### src/rtl/ctr_pkg.sv
// Package: shared types and constants for the up/down counter.
// Assumes: counts are unsigned; direction is a single bit (0 = up).
package ctr_pkg;

    // Count direction as seen on the direction pin.
    typedef enum logic {
        DIR_UP   = 1'b0,
        DIR_DOWN = 1'b1
    } dir_e;

    // Last valid value of a decimal digit.
    localparam int DEC_LAST = 9;

endpackage : ctr_pkg

### src/rtl/ctr_step.sv
// Module: ctr_step
// Computes the next count value for an enabled edge in either direction.
// Assumes: TOP is the last value of the sequence. In decimal mode, values
// above TOP are out of range and return to the sequence in one step.
module ctr_step #(
    parameter int              WIDTH  = 4,
    parameter bit              DECADE = 1'b1,
    parameter logic [WIDTH-1:0] TOP   = WIDTH'(ctr_pkg::DEC_LAST)
) (
    input  logic [WIDTH-1:0] cnt,
    input  ctr_pkg::dir_e    dir,
    output logic [WIDTH-1:0] nxt
);
    import ctr_pkg::*;

    generate
        if (DECADE) begin : g_dec
            // Decimal step with wrap and out-of-range repair.
            always_comb begin
                if (dir == DIR_UP) begin
                    nxt = (cnt >= TOP) ? '0 : cnt + WIDTH'(1);
                end else begin
                    nxt = ((cnt == '0) || (cnt > TOP)) ? TOP : cnt - WIDTH'(1);
                end
            end
        end else begin : g_bin
            // Binary step wraps by natural overflow.
            always_comb begin
                nxt = (dir == DIR_UP) ? cnt + WIDTH'(1) : cnt - WIDTH'(1);
            end
        end
    endgenerate

endmodule : ctr_step

### src/rtl/ctr_terminal.sv
// Module: ctr_terminal
// Flags the terminal count for the present direction: TOP going up, zero
// going down. Purely combinational.
// Assumes: TOP matches the one used by ctr_step.
module ctr_terminal #(
    parameter int               WIDTH = 4,
    parameter logic [WIDTH-1:0] TOP   = WIDTH'(ctr_pkg::DEC_LAST)
) (
    input  logic [WIDTH-1:0] cnt,
    input  ctr_pkg::dir_e    dir,
    output logic             at_end
);
    import ctr_pkg::*;

    // Compare the count against the end value for the chosen direction.
    always_comb begin
        if (dir == DIR_UP) begin
            at_end = (cnt == TOP);
        end else begin
            at_end = (cnt == '0);
        end
    end

endmodule : ctr_terminal

### src/rtl/ctr_ripple.sv
// Module: ctr_ripple
// Produces a one-cycle active-low pulse after an edge at which the counter
// wrapped (terminal count, enabled, not loading).
// Assumes: synchronous active-low reset; the pulse idles high.
module ctr_ripple (
    input  logic clk,
    input  logic rst_n,
    input  logic at_end,
    input  logic en_n,
    input  logic load_n,
    output logic rco_n
);
    logic wrap_now;

    // A wrap happens only when counting is active and no load overrides it.
    always_comb begin
        wrap_now = at_end & ~en_n & load_n;
    end

    // Register the pulse so that it lasts exactly one clock.
    always_ff @(posedge clk) begin
        if (!rst_n) begin
            rco_n <= 1'b1;
        end else begin
            rco_n <= ~wrap_now;
        end
    end

endmodule : ctr_ripple

### src/rtl/updn_decade_ctr.sv
// Module: updn_decade_ctr (top)
// Synchronous up/down counter, decimal (DECADE=1) or binary (DECADE=0).
// Load (active low) beats count enable (active low); otherwise the count
// holds. Outputs a terminal flag and a registered ripple pulse for cascades.
// Assumes: one clock domain, synchronous active-low reset.
module updn_decade_ctr #(
    parameter int WIDTH  = 4,
    parameter bit DECADE = 1'b1
) (
    input  logic             clk,
    input  logic             rst_n,
    input  logic             load_n,
    input  logic             en_n,
    input  logic             down,
    input  logic [WIDTH-1:0] data_i,
    output logic [WIDTH-1:0] count_o,
    output logic             maxmin_o,
    output logic             rco_n_o
);
    import ctr_pkg::*;

    localparam logic [WIDTH-1:0] TOP = DECADE ? WIDTH'(DEC_LAST) : {WIDTH{1'b1}};

    dir_e             dir;
    logic [WIDTH-1:0] cnt_q;
    logic [WIDTH-1:0] cnt_step;
    logic             at_end;

    // Map the direction pin onto the package type.
    always_comb begin
        dir = dir_e'(down);
    end

    ctr_step #(
        .WIDTH (WIDTH),
        .DECADE(DECADE),
        .TOP   (TOP)
    ) u_step (
        .cnt(cnt_q),
        .dir(dir),
        .nxt(cnt_step)
    );

    ctr_terminal #(
        .WIDTH(WIDTH),
        .TOP  (TOP)
    ) u_term (
        .cnt   (cnt_q),
        .dir   (dir),
        .at_end(at_end)
    );

    ctr_ripple u_rip (
        .clk   (clk),
        .rst_n (rst_n),
        .at_end(at_end),
        .en_n  (en_n),
        .load_n(load_n),
        .rco_n (rco_n_o)
    );

    // Count register: reset, then load, then enabled step, else hold.
    always_ff @(posedge clk) begin
        if (!rst_n) begin
            cnt_q <= '0;
        end else if (!load_n) begin
            cnt_q <= data_i;
        end else if (!en_n) begin
            cnt_q <= cnt_step;
        end
    end

    assign count_o  = cnt_q;
    assign maxmin_o = at_end;

endmodule : updn_decade_ctr

### config.mk
export PLATFORM = sky130hd
export DESIGN_NAME = updn_decade_ctr
export DESIGN_NICKNAME = d
export VERILOG_FILES = /design/src/rtl/ctr_pkg.sv /design/src/rtl/ctr_step.sv /design/src/rtl/ctr_terminal.sv /design/src/rtl/ctr_ripple.sv /design/src/rtl/updn_decade_ctr.sv
export SDC_FILE = /design/constraint.sdc
export NUM_CORES = 1
export LEC_CHECK = 0
export ABC_AREA = 1
export BUFFER_PORTS_ARGS = -buffer_cell sky130_fd_sc_hd__buf_2
export CAP_MARGIN = 20
export CORE_MARGIN = 3
export CORE_UTILIZATION = 25
export CTS_BUF_LIST = sky130_fd_sc_hd__clkbuf_2 sky130_fd_sc_hd__clkbuf_4 sky130_fd_sc_hd__clkbuf_8
export DETAILED_ROUTE_END_ITERATION = 8
export GPL_TIMING_DRIVEN = 0
export PLACE_DENSITY_LB_ADDON = 0.15
export SYNTH_ARGS = -nofsm -noshare
export SYNTH_HDL_FRONTEND = slang
export SYNTH_SLANG_ARGS = --single-unit
### constraint.sdc
create_clock -name clk -period 1.35 [get_ports clk]
set_input_delay 0.27 -clock clk [delete_from_list [all_inputs] [get_ports clk]]
set_output_delay 0.27 -clock clk [all_outputs]
set_load 0.01 [all_outputs]
### Word-level counts from Yosys, hierarchy flattened

Index checks and enable logic that the tools add are counted.

| storage, ports and cells | value |
|---|---|
| register bits | 5 |
| logic and storage cells | 20 |
| output and inout bits | 6 |
| input bits | 9 |

| operators by class | value |
|---|---|
| bitwise operators | 4 |
| multiplexer cells | 6 |
| eq/ne operators | 2 |
| reduce and logical (&&, ||, !) cells | 2 |
| order comparisons | 2 |
| $add $sub $neg | 2 |

Operators with widths:

| kind | number |
|---|---|
| $mux W4 | 5 |
| $add A4 B1 Y4 const B | 1 |
| $eq A4 B4 Y1 const B | 1 |
| $ge A4 B4 Y1 const B | 1 |
| $gt A4 B4 Y1 const B | 1 |
| $logic_not A4 Y1 | 1 |
| $sub A4 B1 Y4 const B | 1 |
| $and A1 B1 Y1 | 2 |
| $ne A2 B2 Y1 const B | 1 |
| $not A1 Y1 | 2 |
| $logic_or A1 B1 Y1 | 1 |
| $mux W1 | 1 |

### Depth between registers and ports, before layout

Gate-level depths: netlist of the first run.

| depth | value |
|---|---|
| depth after elaboration | 6 |
| gate-level depth with buffers | 10 |
| depth with buffers taken out | 10 |

### Cells and area by module

A second synthesis of the first run with hierarchy kept.

| unflattened totals | value |
|---|---|
| cell total of the unflattened synthesis | 87 |
| area, all modules | 511.7 um^2 |

Modules (own cells, without submodules):

| module | sequential area each (um^2) | cells an instance | times used | area each (um^2) |
|---|---|---|---|---|
| ctr_step | 0.0 | 40 | 1 | 224.0 |
| updn_decade_ctr | 80.1 | 31 | 1 | 203.9 |
| ctr_terminal | 0.0 | 10 | 1 | 42.5 |
| ctr_ripple | 20.0 | 6 | 1 | 41.3 |

### Worst setup path after synthesis of the first run

Ideal clock, no wire load.

| timing | value |
|---|---|
| kind | register to output |
| start point | register cnt_q[0] (netlist: count_o[0]) |
| end point | output port maxmin_o |
| cell stages (with the launch flop) | 7 |
| buffers on the path | 0 |
| data required time | 1.080 ns |
| data arrival time | 1.244 ns |
| setup slack | -0.164 ns |
| cell sequence | dfxtp_1 > inv_1 > ha_1 > nand2_8 > nor2_8 > nor2_4 > a21oi_1 |

| on the way | value |
|---|---|
| cells in the longest elaborated chain, start to end | 2 |
| elaborated cells between the ends (all ways) | 3 |
| classes of those cells | 1 x eq/ne; 1 x mux; 1 x reduce/logical |

Ends and longest elaborated chain:

| element | RTL line | RTL |
|---|---|---|
| start, declared | updn_decade_ctr.sv:25 | `logic [WIDTH-1:0] cnt_q;` |
| start signal, assigned | updn_decade_ctr.sv:67 | `cnt_q <= data_i;` |
| start signal, assigned | updn_decade_ctr.sv:69 | `cnt_q <= cnt_step;` |
| $eq A4 B4 Y1 / $logic_not A4 Y1 (equally long branches) | ctr_terminal.sv:18, ctr_terminal.sv:20 |  |
| $mux W1 (*) | ctr_terminal.sv:17 | `if (dir == DIR_UP) begin` |
| end, declared | updn_decade_ctr.sv:17 | `output logic maxmin_o,` |

Every way passes the cells marked *; elsewhere a longest branch is shown, timed or not.

### Final worst setup path of the first run

Ends and elaborated chain as after synthesis.

==> results.txt, run 1 <==
----------------------------------------------------
[Floorplanning]
  Boundary Pins ... 15
  Core Footprint ... 1980 sq um
  Chip Height ... 52.1 um
  Initial cell density of the core ... 26.8%
  Die W ... 52.1 um
  Area enclosed by the die boundary ... 2720 sq um
  Number of rows in the core area ... 16

[Logic synthesis]
  Number of instances in the synthesized netlist ... 74
  Number of flops mapped to enable cells by yosys ... 0
  Post-Synthesis Net Count ... 86
  Warnings from Yosys ... 0
  Most frequent cells after synthesis ... nand2_1 (17), inv_1 (9), nor2_1 (8)
  Most frequently used flop master after synthesis ... dfxtp_1
  Ranking of synthesized cells by area ... dfxtp_1 (19%), nand2_1 (12%), ha_1 (7.1%), a21oi_1 (6.6%), inv_1 (6.4%)
  Post-synthesis cell area ... 532 sq um
  Library cell with the highest instance count after synthesis ... nand2_1
  Count of unique library cells instantiated by Yosys ... 22
  Synth top area share ... 18.8%
  Mean instance size in the synthesized netlist ... 7.19 sq um
  Sequential cell area fraction in the yosys report ... 18.8%
  Share of flip-flops with an asynchronous set or reset after synthesis ... 0%
  Synth Register Bits ... 5
  Area leader, netlist ... dfxtp_1

[Global route]
  Met1 Resource Use GR ... 15.5%
  Grt total ovfl ... 0
  GRT Max-Usage Layer ... met2
  GR met3 Demand/Resource ... 5.16%
  Antenna violations before repair ... 0
  Global-route wire length before repair ... 2310 um
  Vias in the first global route ... 545
  GR Util All Layers ... 11.7%
  GR Layer Usage met2 ... 17.4%
  Largest net degree at the start of global routing ... 9

[Pwr]
  Internal power ... 445 uW
  Reported net switching power ... 242 uW
  Switching Fraction ... 35.2%
  Combinational Power Share ... 46.9%
  Largest voltage drop on the vdd net ... 0.563 mV
  Clock network power share ... 28.5%
  Leakage power ... 0.398 nW
  Total power per unit cell area ... 844 nW/um^2
  Part of the power in registers ... 24.6%
  Overall power ... 687 uW

[Finish]
  Core Util, Final ... 41.1%
  Area occupied by multi-input gates ... 409 sq um
  Post-route cell area ... 815 sq um
  Number of diodes ... 0
  Combined flip-flop and latch cell area ... 108 sq um
  Proportion of layout cells with a drive suffix above 1 ... 52.9%
  Number of cells in the finished layout apart from fillers ... 129
  Signed area change from the synthesized netlist to the final layout ... 53.2%
  Fin nets ... 115
  Count of fill cells added during filler insertion ... 215

[STA]
  Hold violation total from the final report ... 0
  Unrepaired setup endpoints after global routing ... true
  Post-route fraction of the period consumed by the critical path ... 117%
  Slew headroom ... 80.3%
  Slew Limit Fails ... 0
  Min Tclk post-route ... 1.58 ns
  TNS Setup ... -0.520 ns
  Highest Clock Rate ... 634 MHz
  Final worst setup slack ... -0.228 ns
  Final Skew ... 0.00236 ns
  # setup viols final ... 5
  Worst Max-Slew Pin Slew ... 0.295 ns
  Hold Slack ... 0.217 ns

[Detailed routing]
  Post-detailed-route via-to-cell ratio ... 4.29
  DRT Wirelength ... 1290 um
  Routed vias ... 553
  Wirelength per Cell ... 10.0 um
  Routed Antenna Nets ... 0
  Number of DRC markers in iteration 0 ... 7
  Detailed Routing Iterations Pass 1 ... 2
  # DRC ... 0

[Clock network]
  Maximum count of clock buffers along a single path ... 2
  CTS tree ... done
  Root buffer cell ... clkbuf_4
  Clock transition time at the flip-flop clock pins of the worst setup and hold paths ... 0.04 ns
  Number of levels in the clock H-tree ... 1
  Number of buffers created by CTS ... 3
  Source-to-sink clock delay at the later pin of the worst-skew pair ... 0.24 ns
  TritonCTS Sinks ... 5

[Outcome]
  Violations in the final reports ... negative setup slack
  Status ... finished, violations left

[Setup path]
  Largest fanout of any net on the critical path ... 4
  Required time of the critical path ... 1.08 ns
  Data arrival time at the worst-slack endpoint ... 1.31 ns
  Kind of start point of the critical path ... register
  R2r startpoint ... count_o[0]$_SDFFE_PN0P_
  Setup Crit Path Kind ... reg -> out
  Critical path startpoint ... count_o[0]$_SDFFE_PN0P_
  Crit end category ... output pin

[Min path]
  Hold_sp ... rst_n
  Hold Crit Class ... in -> reg

[Placed design]
  Number of buffers inserted by port buffering ... 14
  Dpl ws ... -0.159 ns
  Placed wire-length estimate after detailed placement ... 975 um
  Cell count after placement ... 115
  Placer congestion estimate ... 0.697
  Placed instance area ... 643 sq um

[Job]
  Max-cap violations ... 0

----------------------------------------------------
[layout by cell type (no fill, tap or decap)]
master,synthesis,routed
nand2_1,17,16
buf_2,0,14
buf_4,0,9
nor2_1,8,8
inv_1,9,7
a21oi_2,0,7
nand3_1,6,5
clkbuf_4,0,4
dfxtp_1,5,3
inv_4,0,2
buf_6,1,2
nand3_4,1,2
nand4_1,2,2
nand3_2,2,2
o21ai_0,2,2
xor2_1,2,2
ha_1,3,2
dfxtp_4,0,2
inv_8,1,1
buf_12,1,1
nand2_8,1,1
nor2_8,1,1
nor2_4,1,1
inv_2,1,1
nand2_4,1,1
nand2_2,0,1
o21ai_2,0,1
mux2i_1,1,1
ha_4,0,1
[routing by layer]
metal	wire length, um	share of wire (%)
met4	4	0.31
met2	579	45
met3	61	4.7
met5	0	0
met1	648	50
[power groups by stage]
stage	logic (mW)	registers, mW	clock network [mW]
global route	0.357	0.170	0.216
CTS	0.318	0.170	0.206
finish	0.322	0.169	0.196
global placement	0.240	0.175	0
detailed placement	0.238	0.175	0
floorplan	0.181	0.178	0
[critical path, cell delays in order, from the launching register on]
cell	delay, ns
dfxtp_4	0.36
inv_4	0.06
ha_4	0.16
nand2_8	0.06
nor2_8	0.09
nor2_4	0.04
a21oi_2	0.14
buf_2	0.15
[timing repair]
item                       CTS  global route
hold endpoints to repair     0             0
hold buffers                 0             0
setup buffers               12             2
resized for setup           13            10
setup endpoints to repair    5             6
pin swaps                    4             9
gates cloned                 0             0
[state kept, by name, indices dropped and copies added (netlist names)]
| register | flops |
|---|---|
| count_o | 4 |
| u_rip.rco_n | 1 |
[final cells by class]
cell class / instances / area share (%)
sequential: 5 / 13.2
multi-input combinational: 56 / 50.2
clock buffer: 4 / 3.69
timing repair buffer: 24 / 18.3
inverter: 11 / 6.61
buffer: 2 / 3.84
tap: 27 / 4.15
[final timing paths]
check                                               end  slack, ns  depth (start not counted)
worst max-delay path                           maxmin_o      -0.23                          7
worst min-delay path             u_rip.rco_n$_SDFF_PN1_       0.22                          2
worst max register to register  count_o[3]$_SDFFE_PN0P_      -0.11                         12
worst min register to register  count_o[2]$_SDFFE_PN0P_       0.63                          3
[logic make-up (layout without fill, tap and decap cells)]
| logic type | Yosys count | after routing | share of synthesized area (%) |
|---|---|---|---|
| adder cells (fa/ha/maj) | 3 | 3 | 7.06 |
| XOR/XNOR | 2 | 2 | 3.29 |
| buffers and inverters | 13 | 41 | 15.1 |
| flip-flops | 5 | 5 | 18.8 |
| multiplexers | 1 | 1 | 1.88 |
| AND/OR/NAND/NOR | 40 | 40 | 44.5 |
| AO/OA/AOI/OAI | 10 | 10 | 9.41 |
Note: power is estimated with default switching activity, not from simulation.
==> inputs of run 2 (changes only) <==
- PLACE_DENSITY_LB_ADDON: 0.15 -> default
- SETUP_SLACK_MARGIN: default -> 0.3
==> results.txt, run 2 (synthesized netlist as in run 1, its figures left out) <==
----------------------------------------------------
[Setup path]
  Required time of the critical path ... 1.08 ns
  Series of cell instances along the critical path ... inv_4 -> ha_4 -> nand2_8 -> nor2_8 -> nor2_4 -> a21oi_2 -> buf_2
  Largest fanout of any net on the critical path ... 3
  Endpoint of the most critical setup path ... maxmin_o
  Largest incremental delay on the critical path ... 0.35 ns
  Worst reg2reg endpoint ... u_rip.rco_n$_SDFF_PN1_
  Setup Crit Path Kind ... reg -> out
  Internal reg-to-reg setup slack ... -0.16 ns
  Critical path startpoint ... count_o[1]$_SDFFE_PN0P_
  Crit end category ... output pin
  Kind of start point of the critical path ... register
  Reg2reg path depth ... 12
  R2r startpoint ... count_o[1]$_SDFFE_PN0P_
  Max stage delay cell, worst path ... dfxtp_4
  Data arrival time at the worst-slack endpoint ... 1.29 ns

[Floorplanning]
  Die W ... 52.1 um
  Core Footprint ... 1980 sq um
  Initial cell density of the core ... 26.8%
  Number of rows in the core area ... 16
  Boundary Pins ... 15
  Chip Height ... 52.1 um
  Area enclosed by the die boundary ... 2720 sq um

[STA]
  TNS Setup ... -0.740 ns
  # setup viols final ... 6
  Slew Limit Fails ... 0
  Worst Max-Slew Pin Slew ... 0.303 ns
  Hold violation total from the final report ... 0
  Unrepaired setup endpoints after global routing ... true
  Slew headroom ... 79.8%
  Highest Clock Rate ... 643 MHz
  Post-route fraction of the period consumed by the critical path ... 115%
  Final worst setup slack ... -0.206 ns
  Final Skew ... 0.00245 ns
  Min Tclk post-route ... 1.56 ns

[Placed design]
  Placed wire-length estimate after detailed placement ... 936 um
  Number of buffers inserted by port buffering ... 14
  Placer congestion estimate ... 0.801
  Cell count after placement ... 115

[Finish]
  Commonest cells after routing, fill and taps aside ... nand2_1 (17), buf_2 (12), buf_6 (10)
  Proportion of layout cells with a drive suffix above 1 ... 53.7%
  Fin nets ... 121
  Number of diodes ... 0
  Signed area change from the synthesized netlist to the final layout ... 66.1%
  Core Util, Final ... 44.6%
  Number of flip-flops under the largest register name ... 4
  Most common cell after layout, fill and taps aside ... nand2_1
  Number of cells in the finished layout apart from fillers ... 135

[Min path]
  Worst hold path cell count ... 2
  Hold Crit Class ... in -> reg

[Clock network]
  Total of hold buffers inserted after clock tree synthesis ... 0
  Maximum count of clock buffers along a single path ... 2
  Number of levels in the clock H-tree ... 1
  Clock transition time at the flip-flop clock pins of the worst setup and hold paths ... 0.04 ns
  TritonCTS Sinks ... 5
  Number of buffers created by CTS ... 3
  Root buffer cell ... clkbuf_4
  Source-to-sink clock delay at the later pin of the worst-skew pair ... 0.24 ns
  CTS tree ... done

[Detailed routing]
  Number of DRC markers in iteration 0 ... 3
  Routed Antenna Nets ... 0
  DRT Wirelength ... 1390 um
  Detailed Routing Iterations Pass 1 ... 4
  # DRC ... 0
  Post-detailed-route via-to-cell ratio ... 4.33
  Routed vias ... 585
  Wirelength per Cell ... 10.3 um

[Global route]
  Grt total ovfl ... 0
  GR Util All Layers ... 10.8%
  Largest net degree at the start of global routing ... 9
  Global-route wire length before repair ... 2170 um
  Vias in the first global route ... 518
  Antenna violations before repair ... 0

[Pwr]
  Leakage power ... 0.434 nW
  Total power per unit cell area ... 816 nW/um^2
  Overall power ... 721 uW
  Largest voltage drop on the vdd net ... 0.696 mV

[Outcome]
  Violations in the final reports ... negative setup slack
  Status ... finished, violations left

[Job]
  Max-cap violations ... 0

----------------------------------------------------
[run 2: cell types whose count changed in the layout (fill, tap and decap cells not counted), moves of 2 or more]
cell,change
a21oi_2,-3
a21oi_1,+3
buf_2,-2
buf_6,+8
[run 2: power breakdown]
group          switching, mW  total [mW]  internal [mW]
Combinational          0.173       0.363          0.189
Sequential            0.0111       0.170          0.159
Clock                 0.0563       0.188          0.131
Total                  0.241       0.721          0.480
[run 2: final cells by class]
cell class	count	area [sq um]
clock buffer	4	30.0
sequential	5	109
buffer	2	31.3
fill	193	1100
multi-input combinational	56	397
timing repair buffer	30	229
inverter	11	53.8
tap	27	33.8
[run 2: critical path, delay by kind of cell (launching register included)]
family          cells  cell delay [ns]
simple gates        3             0.19
buf+inv             2             0.21
fa+ha+maj           1             0.17
flops               1             0.35
compound gates      1             0.12
[run 2: stage by stage]
step                hold WS (ns)  setup slack [ns]  instance area [sq um]
global placement           0.479          -0.00173                    664
global route               0.228            -0.274                    883
CTS                        0.219            -0.230                    798
floorplan                  0.354             0.123                    561
detailed placement         0.484          -0.00722                    664
finish                     0.224            -0.206                    883
[run 2: worst min path at each step]
stage / from / end / slack, ns
after detailed placement: rst_n / u_rip.rco_n$_SDFF_PN1_ / 0.48
after global placement: rst_n / u_rip.rco_n$_SDFF_PN1_ / 0.48
after global routing: rst_n / u_rip.rco_n$_SDFF_PN1_ / 0.23
after floorplan: rst_n / u_rip.rco_n$_SDFF_PN1_ / 0.35
after CTS: rst_n / u_rip.rco_n$_SDFF_PN1_ / 0.22
final: rst_n / u_rip.rco_n$_SDFF_PN1_ / 0.22
[run 2: layer usage]
| layer | share of wire [%] | track usage, % | up-vias |
|---|---|---|---|
| li1 | - | - | 304 |
| met2 | 51 | 16.9 | 15 |
| met4 | 0 | 0 | 0 |
| met5 | 0 | 0 | - |
| met3 | 5.4 | 4.30 | 0 |
| met1 | 43 | 14.8 | 266 |
[run 2: what timing repair did]
action | in CTS | in global routing
pin swaps | 5 | 7
setup endpoints to repair | 7 | 9
setup buffers | 10 | 6
gates resized for setup | 7 | 10
cloned | 0 | 0
